**src/rtl/gpio_irq_pkg.sv**
```systemverilog
package gpio_irq_pkg;
  localparam int DATA_W        = 32;
  localparam int ADDR_W        = 4;
  localparam int MODE_W        = 3;
  localparam int SLOT_W        = 4;
  localparam int SLOTS_PER_REG = DATA_W / SLOT_W;
  localparam int MAX_PIN       = 2 * SLOTS_PER_REG;
  localparam int BOTH_BIT      = 2;

  typedef enum logic [ADDR_W-1:0] {
    A_DOUT   = 4'd0,
    A_DIR    = 4'd1,
    A_IEN    = 4'd2,
    A_MASK   = 4'd3,
    A_UNMASK = 4'd4,
    A_MODE0  = 4'd5,
    A_MODE1  = 4'd6,
    A_STS    = 4'd7,
    A_ACK    = 4'd8
  } reg_addr_e;

  localparam logic [1:0] TRIG_FALL = 2'b00;
  localparam logic [1:0] TRIG_RISE = 2'b01;
  localparam logic [1:0] TRIG_LOW  = 2'b10;
  localparam logic [1:0] TRIG_HIGH = 2'b11;
endpackage

```
**src/rtl/gpio_in_sync.sv**
```systemverilog
module gpio_in_sync #(
  parameter int W = 16
) (
  input  logic         clk_i,
  input  logic         rst_ni,
  input  logic [W-1:0] raw_i,
  output logic [W-1:0] lvl_o,
  output logic [W-1:0] prev_o
);
  logic [W-1:0] meta_q, sync_q, prev_q;

  always_ff @(posedge clk_i or negedge rst_ni) begin
    if (!rst_ni) begin
      meta_q <= '0;
      sync_q <= '0;
      prev_q <= '0;
    end else begin
      meta_q <= raw_i;
      sync_q <= meta_q;
      prev_q <= sync_q;
    end
  end

  assign lvl_o  = sync_q;
  assign prev_o = prev_q;
endmodule

```
**src/rtl/gpio_trig_det.sv**
```systemverilog
module gpio_trig_det import gpio_irq_pkg::*; #(
  parameter int NPIN = 16
) (
  input  logic [NPIN-1:0]             lvl_i,
  input  logic [NPIN-1:0]             prev_i,
  input  logic [NPIN-1:0]             ien_i,
  input  logic [NPIN-1:0][MODE_W-1:0] mode_i,
  output logic [NPIN-1:0]             evt_o
);
  for (genvar p = 0; p < NPIN; p++) begin : g_pin
    logic hit;
    always_comb begin
      if (mode_i[p][BOTH_BIT]) begin
        hit = lvl_i[p] ^ prev_i[p];
      end else begin
        case (mode_i[p][1:0])
          TRIG_FALL: hit = ~lvl_i[p] & prev_i[p];
          TRIG_RISE: hit = lvl_i[p] & ~prev_i[p];
          TRIG_LOW:  hit = ~lvl_i[p];
          default:   hit = lvl_i[p];
        endcase
      end
    end
    assign evt_o[p] = hit & ien_i[p];
  end
endmodule

```
**src/rtl/gpio_irq_regs.sv**
```systemverilog
module gpio_irq_regs import gpio_irq_pkg::*; #(
  parameter int NPIN = 16
) (
  input  logic                        clk_i,
  input  logic                        rst_ni,
  input  logic                        we_i,
  input  logic [ADDR_W-1:0]           addr_i,
  input  logic [DATA_W-1:0]           wdata_i,
  output logic [DATA_W-1:0]           rdata_o,
  input  logic [NPIN-1:0]             evt_i,
  output logic [NPIN-1:0]             dout_o,
  output logic [NPIN-1:0]             dir_o,
  output logic [NPIN-1:0]             ien_o,
  output logic [NPIN-1:0]             mask_o,
  output logic [NPIN-1:0][MODE_W-1:0] mode_o,
  output logic [NPIN-1:0]             sts_o,
  output logic [NPIN-1:0]             sts_clr_o,
  output logic [NPIN-1:0]             mask_set_o,
  output logic                        irq_o
);
  logic [NPIN-1:0] wsel, mask_clr;
  logic [NPIN-1:0] dout_q, dir_q, ien_q, mask_q, sts_q;
  logic            irq_q;
  logic [DATA_W-1:0] mode0_rd, mode1_rd;
  logic unused_wdata;

  assign wsel         = wdata_i[NPIN-1:0];
  assign unused_wdata = ^wdata_i;

  assign sts_clr_o  = (we_i && addr_i == A_ACK)    ? wsel : '0;
  assign mask_set_o = (we_i && addr_i == A_MASK)   ? wsel : '0;
  assign mask_clr   = (we_i && addr_i == A_UNMASK) ? wsel : '0;

  always_ff @(posedge clk_i or negedge rst_ni) begin
    if (!rst_ni) begin
      dout_q <= '0;
      dir_q  <= '0;
      ien_q  <= '0;
      mask_q <= '0;
      sts_q  <= '0;
      irq_q  <= 1'b0;
    end else begin
      if (we_i && addr_i == A_DOUT) dout_q <= wsel;
      if (we_i && addr_i == A_DIR)  dir_q  <= wsel;
      if (we_i && addr_i == A_IEN)  ien_q  <= wsel;
      mask_q <= (mask_q | mask_set_o) & ~mask_clr;
      // new event wins over a same-cycle acknowledge
      sts_q  <= (sts_q & ~sts_clr_o) | evt_i;
      irq_q  <= |(sts_q & ien_q & ~mask_q);
    end
  end

  // per-pin 3-bit trigger code in a 4-bit slot, split over two registers
  for (genvar p = 0; p < NPIN; p++) begin : g_mode
    localparam reg_addr_e MADDR = (p < SLOTS_PER_REG) ? A_MODE0 : A_MODE1;
    localparam int        MOFS  = SLOT_W * (p % SLOTS_PER_REG);
    logic [MODE_W-1:0] mode_q;
    always_ff @(posedge clk_i or negedge rst_ni) begin
      if (!rst_ni) mode_q <= '0;
      else if (we_i && addr_i == MADDR) mode_q <= wdata_i[MOFS +: MODE_W];
    end
    assign mode_o[p] = mode_q;
  end

  always_comb begin
    mode0_rd = '0;
    mode1_rd = '0;
    for (int p = 0; p < NPIN; p++) begin
      if (p < SLOTS_PER_REG) mode0_rd[SLOT_W*(p%SLOTS_PER_REG) +: MODE_W] = mode_o[p];
      else                   mode1_rd[SLOT_W*(p%SLOTS_PER_REG) +: MODE_W] = mode_o[p];
    end
  end

  always_comb begin
    case (addr_i)
      A_DOUT:  rdata_o = DATA_W'(dout_q);
      A_DIR:   rdata_o = DATA_W'(dir_q);
      A_IEN:   rdata_o = DATA_W'(ien_q);
      A_MASK:  rdata_o = DATA_W'(mask_q);
      A_MODE0: rdata_o = mode0_rd;
      A_MODE1: rdata_o = mode1_rd;
      A_STS:   rdata_o = DATA_W'(sts_q);
      default: rdata_o = '0;
    endcase
  end

  assign dout_o = dout_q;
  assign dir_o  = dir_q;
  assign ien_o  = ien_q;
  assign mask_o = mask_q;
  assign sts_o  = sts_q;
  assign irq_o  = irq_q;
endmodule

```
**src/rtl/gpio_irq_bank.sv**
```systemverilog
module gpio_irq_bank import gpio_irq_pkg::*; #(
  parameter int NPIN = 16
) (
  input  logic              clk_i,
  input  logic              rst_ni,
  input  logic              bus_we_i,
  input  logic [3:0]        bus_addr_i,
  input  logic [31:0]       bus_wdata_i,
  output logic [31:0]       bus_rdata_o,
  input  logic [NPIN-1:0]   gpio_i,
  output logic [NPIN-1:0]   gpio_o,
  output logic [NPIN-1:0]   gpio_oe_o,
  output logic              irq_o
);
  logic [NPIN-1:0]             lvl_w, prev_w, evt_w;
  logic [NPIN-1:0]             ien_w, mask_w, sts_w, sts_clr_w, mask_set_w;
  logic [NPIN-1:0][MODE_W-1:0] mode_w;

  gpio_in_sync #(.W(NPIN)) u_sync (
    .clk_i  (clk_i),
    .rst_ni (rst_ni),
    .raw_i  (gpio_i),
    .lvl_o  (lvl_w),
    .prev_o (prev_w)
  );

  gpio_trig_det #(.NPIN(NPIN)) u_det (
    .lvl_i  (lvl_w),
    .prev_i (prev_w),
    .ien_i  (ien_w),
    .mode_i (mode_w),
    .evt_o  (evt_w)
  );

  gpio_irq_regs #(.NPIN(NPIN)) u_regs (
    .clk_i      (clk_i),
    .rst_ni     (rst_ni),
    .we_i       (bus_we_i),
    .addr_i     (bus_addr_i),
    .wdata_i    (bus_wdata_i),
    .rdata_o    (bus_rdata_o),
    .evt_i      (evt_w),
    .dout_o     (gpio_o),
    .dir_o      (gpio_oe_o),
    .ien_o      (ien_w),
    .mask_o     (mask_w),
    .mode_o     (mode_w),
    .sts_o      (sts_w),
    .sts_clr_o  (sts_clr_w),
    .mask_set_o (mask_set_w),
    .irq_o      (irq_o)
  );
endmodule

```
**config.mk**
```make
export PLATFORM = sky130hd
export DESIGN_NAME = gpio_irq_bank
export DESIGN_NICKNAME = d
export VERILOG_FILES = /design/src/rtl/gpio_irq_pkg.sv /design/src/rtl/gpio_in_sync.sv /design/src/rtl/gpio_trig_det.sv /design/src/rtl/gpio_irq_regs.sv /design/src/rtl/gpio_irq_bank.sv
export SDC_FILE = /design/constraint.sdc
export NUM_CORES = 1
export LEC_CHECK = 0
export CORE_MARGIN = 8
export CORE_UTILIZATION = 45
export DETAILED_ROUTE_END_ITERATION = 8
export PLACE_DENSITY = 0.68
export SLEW_MARGIN = 40
export SYNTH_ARGS = -nofsm -noshare
export SYNTH_HDL_FRONTEND = slang
export SYNTH_SLANG_ARGS = --single-unit
```
**constraint.sdc**
```tcl
create_clock -name clk_i -period 4.3 [get_ports clk_i]
set_input_delay 1.29 -clock clk_i [delete_from_list [all_inputs] [get_ports clk_i]]
set_output_delay 1.29 -clock clk_i [all_outputs]
set_load 0.03 [all_outputs]
```
Yosys cells after proc, flatten, opt, wreduce, memory -nomap -nowiden
Cells that the tools add are included.
- equality and inequality tests: 40
- reductions and logical operators: 26
- multiplexer cells: 36
- bitwise operators: 105
- operators with widths (kind ; number):
    $pmux W31 S7 ; 1
    $and A16 B16 Y16 ; 4
    $and A1 B1 Y1 ; 48
    $mux W16 ; 3
    $not A16 Y16 ; 3
    $pmux W1 S3 ; 16
    $eq A2 B1 Y1 const B ; 16
    $eq A2 B2 Y1 const B ; 16
    $logic_not A2 Y1 ; 16
    $not A1 Y1 ; 32
    $or A16 B16 Y16 ; 2
    $eq A4 B3 Y1 const B ; 4
    $mux W1 ; 16
    $reduce_or A16 Y1 ; 1
    $xor A1 B1 Y1 ; 16
    $eq A4 B2 Y1 const B ; 2
    $logic_and A1 B1 Y1 ; 8
    $eq A4 B1 Y1 const B ; 1
    $eq A4 B4 Y1 const B ; 1
    $logic_not A4 Y1 ; 1
- output and inout port bits: 65
- flip-flop bits (word level): 177
- logic and storage cells: 232
- input bits: 55

Longest topological paths before layout
- depth in word-level cells: 6
- gate-level depth with buffers: 8
- depth with buffers taken out: 6

By module
Synthesis repeated with hierarchy kept, for this count alone.
- cell total of the unflattened synthesis: 705
- area total of the unflattened synthesis: 8620.8 um^2
- modules (own cells, without submodules) (module ; times used ; area an instance (um^2) ; seq. area each (um^2) ; cells an instance):
    gpio_irq_regs ; 1 ; 6169.7 ; 3228.1 ; 481
    gpio_trig_det ; 1 ; 1249.9 ; 0.0 ; 176
    gpio_in_sync ; 1 ; 1201.2 ; 1201.2 ; 48

Worst setup path after synthesis
OpenSTA, ideal clock, no wires.
- path type: input-to-output
- from: input port bus_addr_i[2]
- to: output port bus_rdata_o[0]
- slack: 396 ps
- path buffers: 3
- required time: 3010 ps
- data arrival time: 2614 ps
- stages on the path: 6
- cell sequence: buf_2 > and4bb_1 > buf_2 > clkbuf_1 > a222oi_1 > nand3_1
- longest elaborated chain between the ends: 2
- elaborated cells between the ends (all ways): 8
- classes of those cells: eq/ne (6); mux (1); reduce/logical (1)
- ends and longest elaborated chain (element ; line ; source):
    from (decl) ; gpio_irq_bank.sv:7 ; input logic [3:0] bus_addr_i,
    $eq A4 B3 Y1, or another cell as far along ; gpio_irq_regs.sv:75 ; case (addr_i)
    $pmux W31 S7 * ; gpio_irq_regs.sv:75 ;
    to (decl) ; gpio_irq_bank.sv:9 ; output logic [31:0] bus_rdata_o,
Mark *: on every way between the ends. The rest lies on a longest branch, timed or not.

Worst setup path after layout
- from: input port bus_addr_i[0]
- to: output port bus_rdata_o[2]
Same word-level chain as after synthesis.

==> reports/qor_table.md <==
| Parameter | Value | Unit |
|:---|:---|:---|
| Maximum number of pins on one net before global-route repair | 74 | - |
| Total standard cell area after synthesis | 0.00820 | mm2 |
| Synthesized-area fraction occupied by and/or/nand/nor cells | 0.0865 | - |
| Non-Filler Instances | 1035 | - |
| Post-synthesis adder-cell area fraction | 0.0488 | - |
| Average wire per cell in the routed design | 21.0 | um |
| Maximum clock path buffer count | 2 | - |
| CTS tree | yes | - |
| Total Neg Setup Slack | 0 | ns |
| Slew at the pin closest to its max-slew limit | 0.781 | ns |
| Area fraction in compound gates after synthesis | 0.121 | - |
| Final period utilization | 0.955 | - |
| Antenna violations before repair | 0 | - |
| Share of async-settable or async-resettable flops after synthesis | 1.00 | - |
| Worst hold margin | 0.349 | ns |
| Delay-heaviest family, CP | buffers and inverters | - |
| Share of final-layout standard cells stronger than drive strength 1 | 0.247 | - |
| Count of buffers inserted at the top-level ports | 111 | - |
| Multiplexer fraction of the synthesized cell area | 0.164 | - |
| Arrival time worst endpoint | 2.82 | ns |
| Count of warnings emitted by yosys | 0 | - |
| Global-route usage over all layers | 0.199 | - |
| CP Max Fanout | 7 | - |
| Instance count of the mapped netlist | 653 | - |
| Number of synthesized register bits | 177 | - |
| Vias | 5950 | - |
| Violation count after the first detailed-route iteration | 485 | - |
| Final WL | 21700 | um |
| Die Ht | 151 | um |
| Count of maximum capacitance violations | 0 | - |
| Largest clock skew in the final design | 0.00780 | ns |
| Parity-gate share of the synthesized area counting xor and xnor cells | 0.00214 | - |
| Primary FF master, synth | sky130_fd_sc_hd__dfrtp_1 | - |
| Ordered list of cells on the worst path | dlygate4sd2_1 -> nand2b_4 -> nor2_4 -> buf_4 -> a222oi_1 -> nand3_1 -> buf_12 | - |
| Maximum clock frequency | 0.243 | GHz |
| Path category of the worst min-delay check | reg2reg | - |
| Hold Violations, Final | 0 | - |
| Total CTS buffers | 17 | - |
| Number of enable flip-flop cells after synthesis | 0 | - |
| Main combinational cell family by area after synthesis | multiplexers | - |
| Type of element capturing the critical path | primary output | - |
| Number of I/O pins | 120 | - |
| Setup Viol. Count Final | 0 | - |
| Placed instance count | 1002 | - |
| Clk pin slew, worst setup/hold paths | 0.06 | ns |
| Post-synthesis area per instance | 12.6 | um2 |
| Combined buffer and inverter count along the critical path | 3 | - |
| Post-synth cell types | 52 | - |
| Wire length of the first global-routing pass | 35000 | um |
| Worst rel slew slack | 0.478 | - |
| Critical path startpoint category | primary input | - |
| Most common cell after layout, fill and taps aside | sky130_fd_sc_hd__dfrtp_1 | - |
| Overflow left after global routing | 0 | - |
| Number of rows created at floorplan | 49 | - |
| Final critical delay including setup and external delays | 4.11 | ns |
| Slowest stage delay, CP | 0.38 | ns |
| Share of synthesized area occupied by flip-flops and latches | 0.540 | - |
| Clock latency reported for the late side of the worst-skew pair | 0.43 | ns |
| Buffer cell driving the clock tree root | sky130_fd_sc_hd__clkbuf_16 | - |
| Max-slew violation count | 0 | - |
| Pre-CTS setup slack | -0.110 | ns |
| Layout Area Growth over Synthesis | 28.9 | % |
| Power density cells | 470 | mW/mm2 |
| Core area | 0.0179 | mm2 |
| Most frequent cells in the layout | sky130_fd_sc_hd__dfrtp_1, sky130_fd_sc_hd__clkdlybuf4s50_1, sky130_fd_sc_hd__mux2_2 | - |
| Worst vdd ir | 0.309 | mV |
| Library cell contributing the largest single delay on the critical path | sky130_fd_sc_hd__a222oi_1 | - |
| Outcome | completed | - |
| Post-layout net count | 880 | - |
| Router iterations before antenna repair | 7 | - |
| Effective utilization at floorplan | 0.458 | - |
| Startpoint-to-endpoint class of the critical path | in2out | - |
| Post-detailed-route DRC marker count | 0 | - |
| Detailed-placement wirelength estimate | 15600 | um |
| Required time worst endpoint | 3.01 | ns |
| Number of vias per cell after detailed routing | 5.75 | - |
| Sinks on Clock Net | 177 | - |
| Antenna diodes | 0 | - |
| Weighted congestion at the end of routability-driven global placement | 0.829 | - |
| Number of global-route vias before repair | 6400 | - |
| Maximum level of the CTS H-tree | 4 | - |
| Static Leak | 0.00479 | uW |
| Area of the die | 0.0228 | mm2 |
| Chip width | 151 | um |
| Unrepaired setup endpoints after global routing | false | - |
| Antenna-violating nets left | 0 | - |
| Worst setup margin | 0.192 | ns |
[state kept, by name, indices dropped and copies added, names as in the netlist]
signal	cells
u_sync.prev_o	16
u_regs.sts_o	16
u_regs.dout_o	16
u_regs.g_mode.mode_q	48
u_regs.ien_o	16
u_regs.irq_o	1
u_regs.mask_o	16
u_sync.lvl_o	16
u_sync.meta_q	16
u_regs.dir_o	16
[final cells by class]
type / instances / area, um2
Clock inverter: 7 / 73.8
Fill cell: 1423 / 7330
Clock buffer: 25 / 505
Tap cell: 229 / 287
Multi-Input combinational cell: 411 / 3490
Inverter: 39 / 146
Sequential cell: 177 / 4430
Timing Repair Buffer: 147 / 1640
[path summary, 6_finish.rpt]
kind                                             start                          end  slack (ns)  cells after the start
setup / recovery                         bus_addr_i[0]               bus_rdata_o[2]        0.19                      7
hold / removal             u_sync.meta_q[14]$_DFF_PN0_   u_sync.lvl_o[14]$_DFF_PN0_        0.35                      0
setup reg to reg             u_sync.lvl_o[4]$_DFF_PN0_    u_regs.sts_o[4]$_DFF_PN0_        2.69                      6
hold reg to reg            u_sync.meta_q[14]$_DFF_PN0_   u_sync.lvl_o[14]$_DFF_PN0_        0.35                      0
max in group asynchronous                       rst_ni   u_regs.mask_o[5]$_DFF_PN0_        2.54                      2
min in group asynchronous                       rst_ni  u_regs.ien_o[0]$_DFFE_PN0P_        0.85                      1
[report_power, final]
part / total [uW] / leakage (uW) / internal [uW] / switching (uW)
Clock: 1500 / 0.000284 / 877 / 622
Combinational: 1180 / 0.00241 / 612 / 566
Sequential: 2290 / 0.00209 / 1970 / 326
[logic make-up (layout without fill, tap and decap cells)]
logic type / after synthesis / after routing
DFF: 177 / 177
AOI/OAI and AO/OA: 134 / 134
and+or+nand+nor: 125 / 125
muxes: 114 / 114
buffers and inverters: 68 / 218
adders and majority gates: 32 / 32
xor gates and xnor gates: 2 / 2
other: 1 / 4
[Yosys cell counts (4+ instances only)]
library cell	number	area, um2
sky130_fd_sc_hd__nor2_1	12	45.0
sky130_fd_sc_hd__o2111ai_1	7	61.3
sky130_fd_sc_hd__mux2_2	70	788
sky130_fd_sc_hd__nand2_1	45	169
sky130_fd_sc_hd__o21ai_0	11	55.1
sky130_fd_sc_hd__a222oi_1	16	160
sky130_fd_sc_hd__nor2b_1	8	50.1
sky130_fd_sc_hd__buf_2	11	55.1
sky130_fd_sc_hd__inv_1	39	146
sky130_fd_sc_hd__a22oi_1	31	233
sky130_fd_sc_hd__mux2i_1	11	110
sky130_fd_sc_hd__a32o_1	4	40.0
sky130_fd_sc_hd__nand2b_1	6	37.5
sky130_fd_sc_hd__dfrtp_1	177	4430
sky130_fd_sc_hd__mux2_4	20	300
sky130_fd_sc_hd__mux2_1	13	146
sky130_fd_sc_hd__nand3_1	16	80.1
sky130_fd_sc_hd__ha_1	32	400
sky130_fd_sc_hd__clkbuf_1	9	33.8
sky130_fd_sc_hd__nand3b_1	13	97.6
sky130_fd_sc_hd__buf_4	6	45.0
sky130_fd_sc_hd__a22o_1	16	140
sky130_fd_sc_hd__a21oi_1	33	165
[per-layer routing]
layer | wire length, um | track usage | vias to the layer above
li1 | - | - | 2670
met1 | 8910 | 0.245 | 3017
met2 | 10800 | 0.329 | 222
met3 | 1610 | 0.0529 | 41
met4 | 411 | 0.0727 | 0
met5 | 0 | 0 | -
[through the flow]
stage | total power (uW) | util | cell area (um2)
2_1_floorplan | 2920 | - | 8210
3_3_place_gp | 3440 | 0.556 | 9960
3_5_place_dp | 3500 | 0.556 | 9960
4_1_cts | 5000 | 0.589 | 10600
5_1_grt | 5210 | 0.590 | 10600
6_report | 4970 | 0.590 | 10600
[repair_timing]
item / CTS / global route
buffers inserted: 1 / 0
pin swaps: 5 / 2
resized for setup: 5 / 5
hold buffers: 0 / 0
endpoints found under the setup margin: 13 / 12
(Power assumes the default switching activity.)
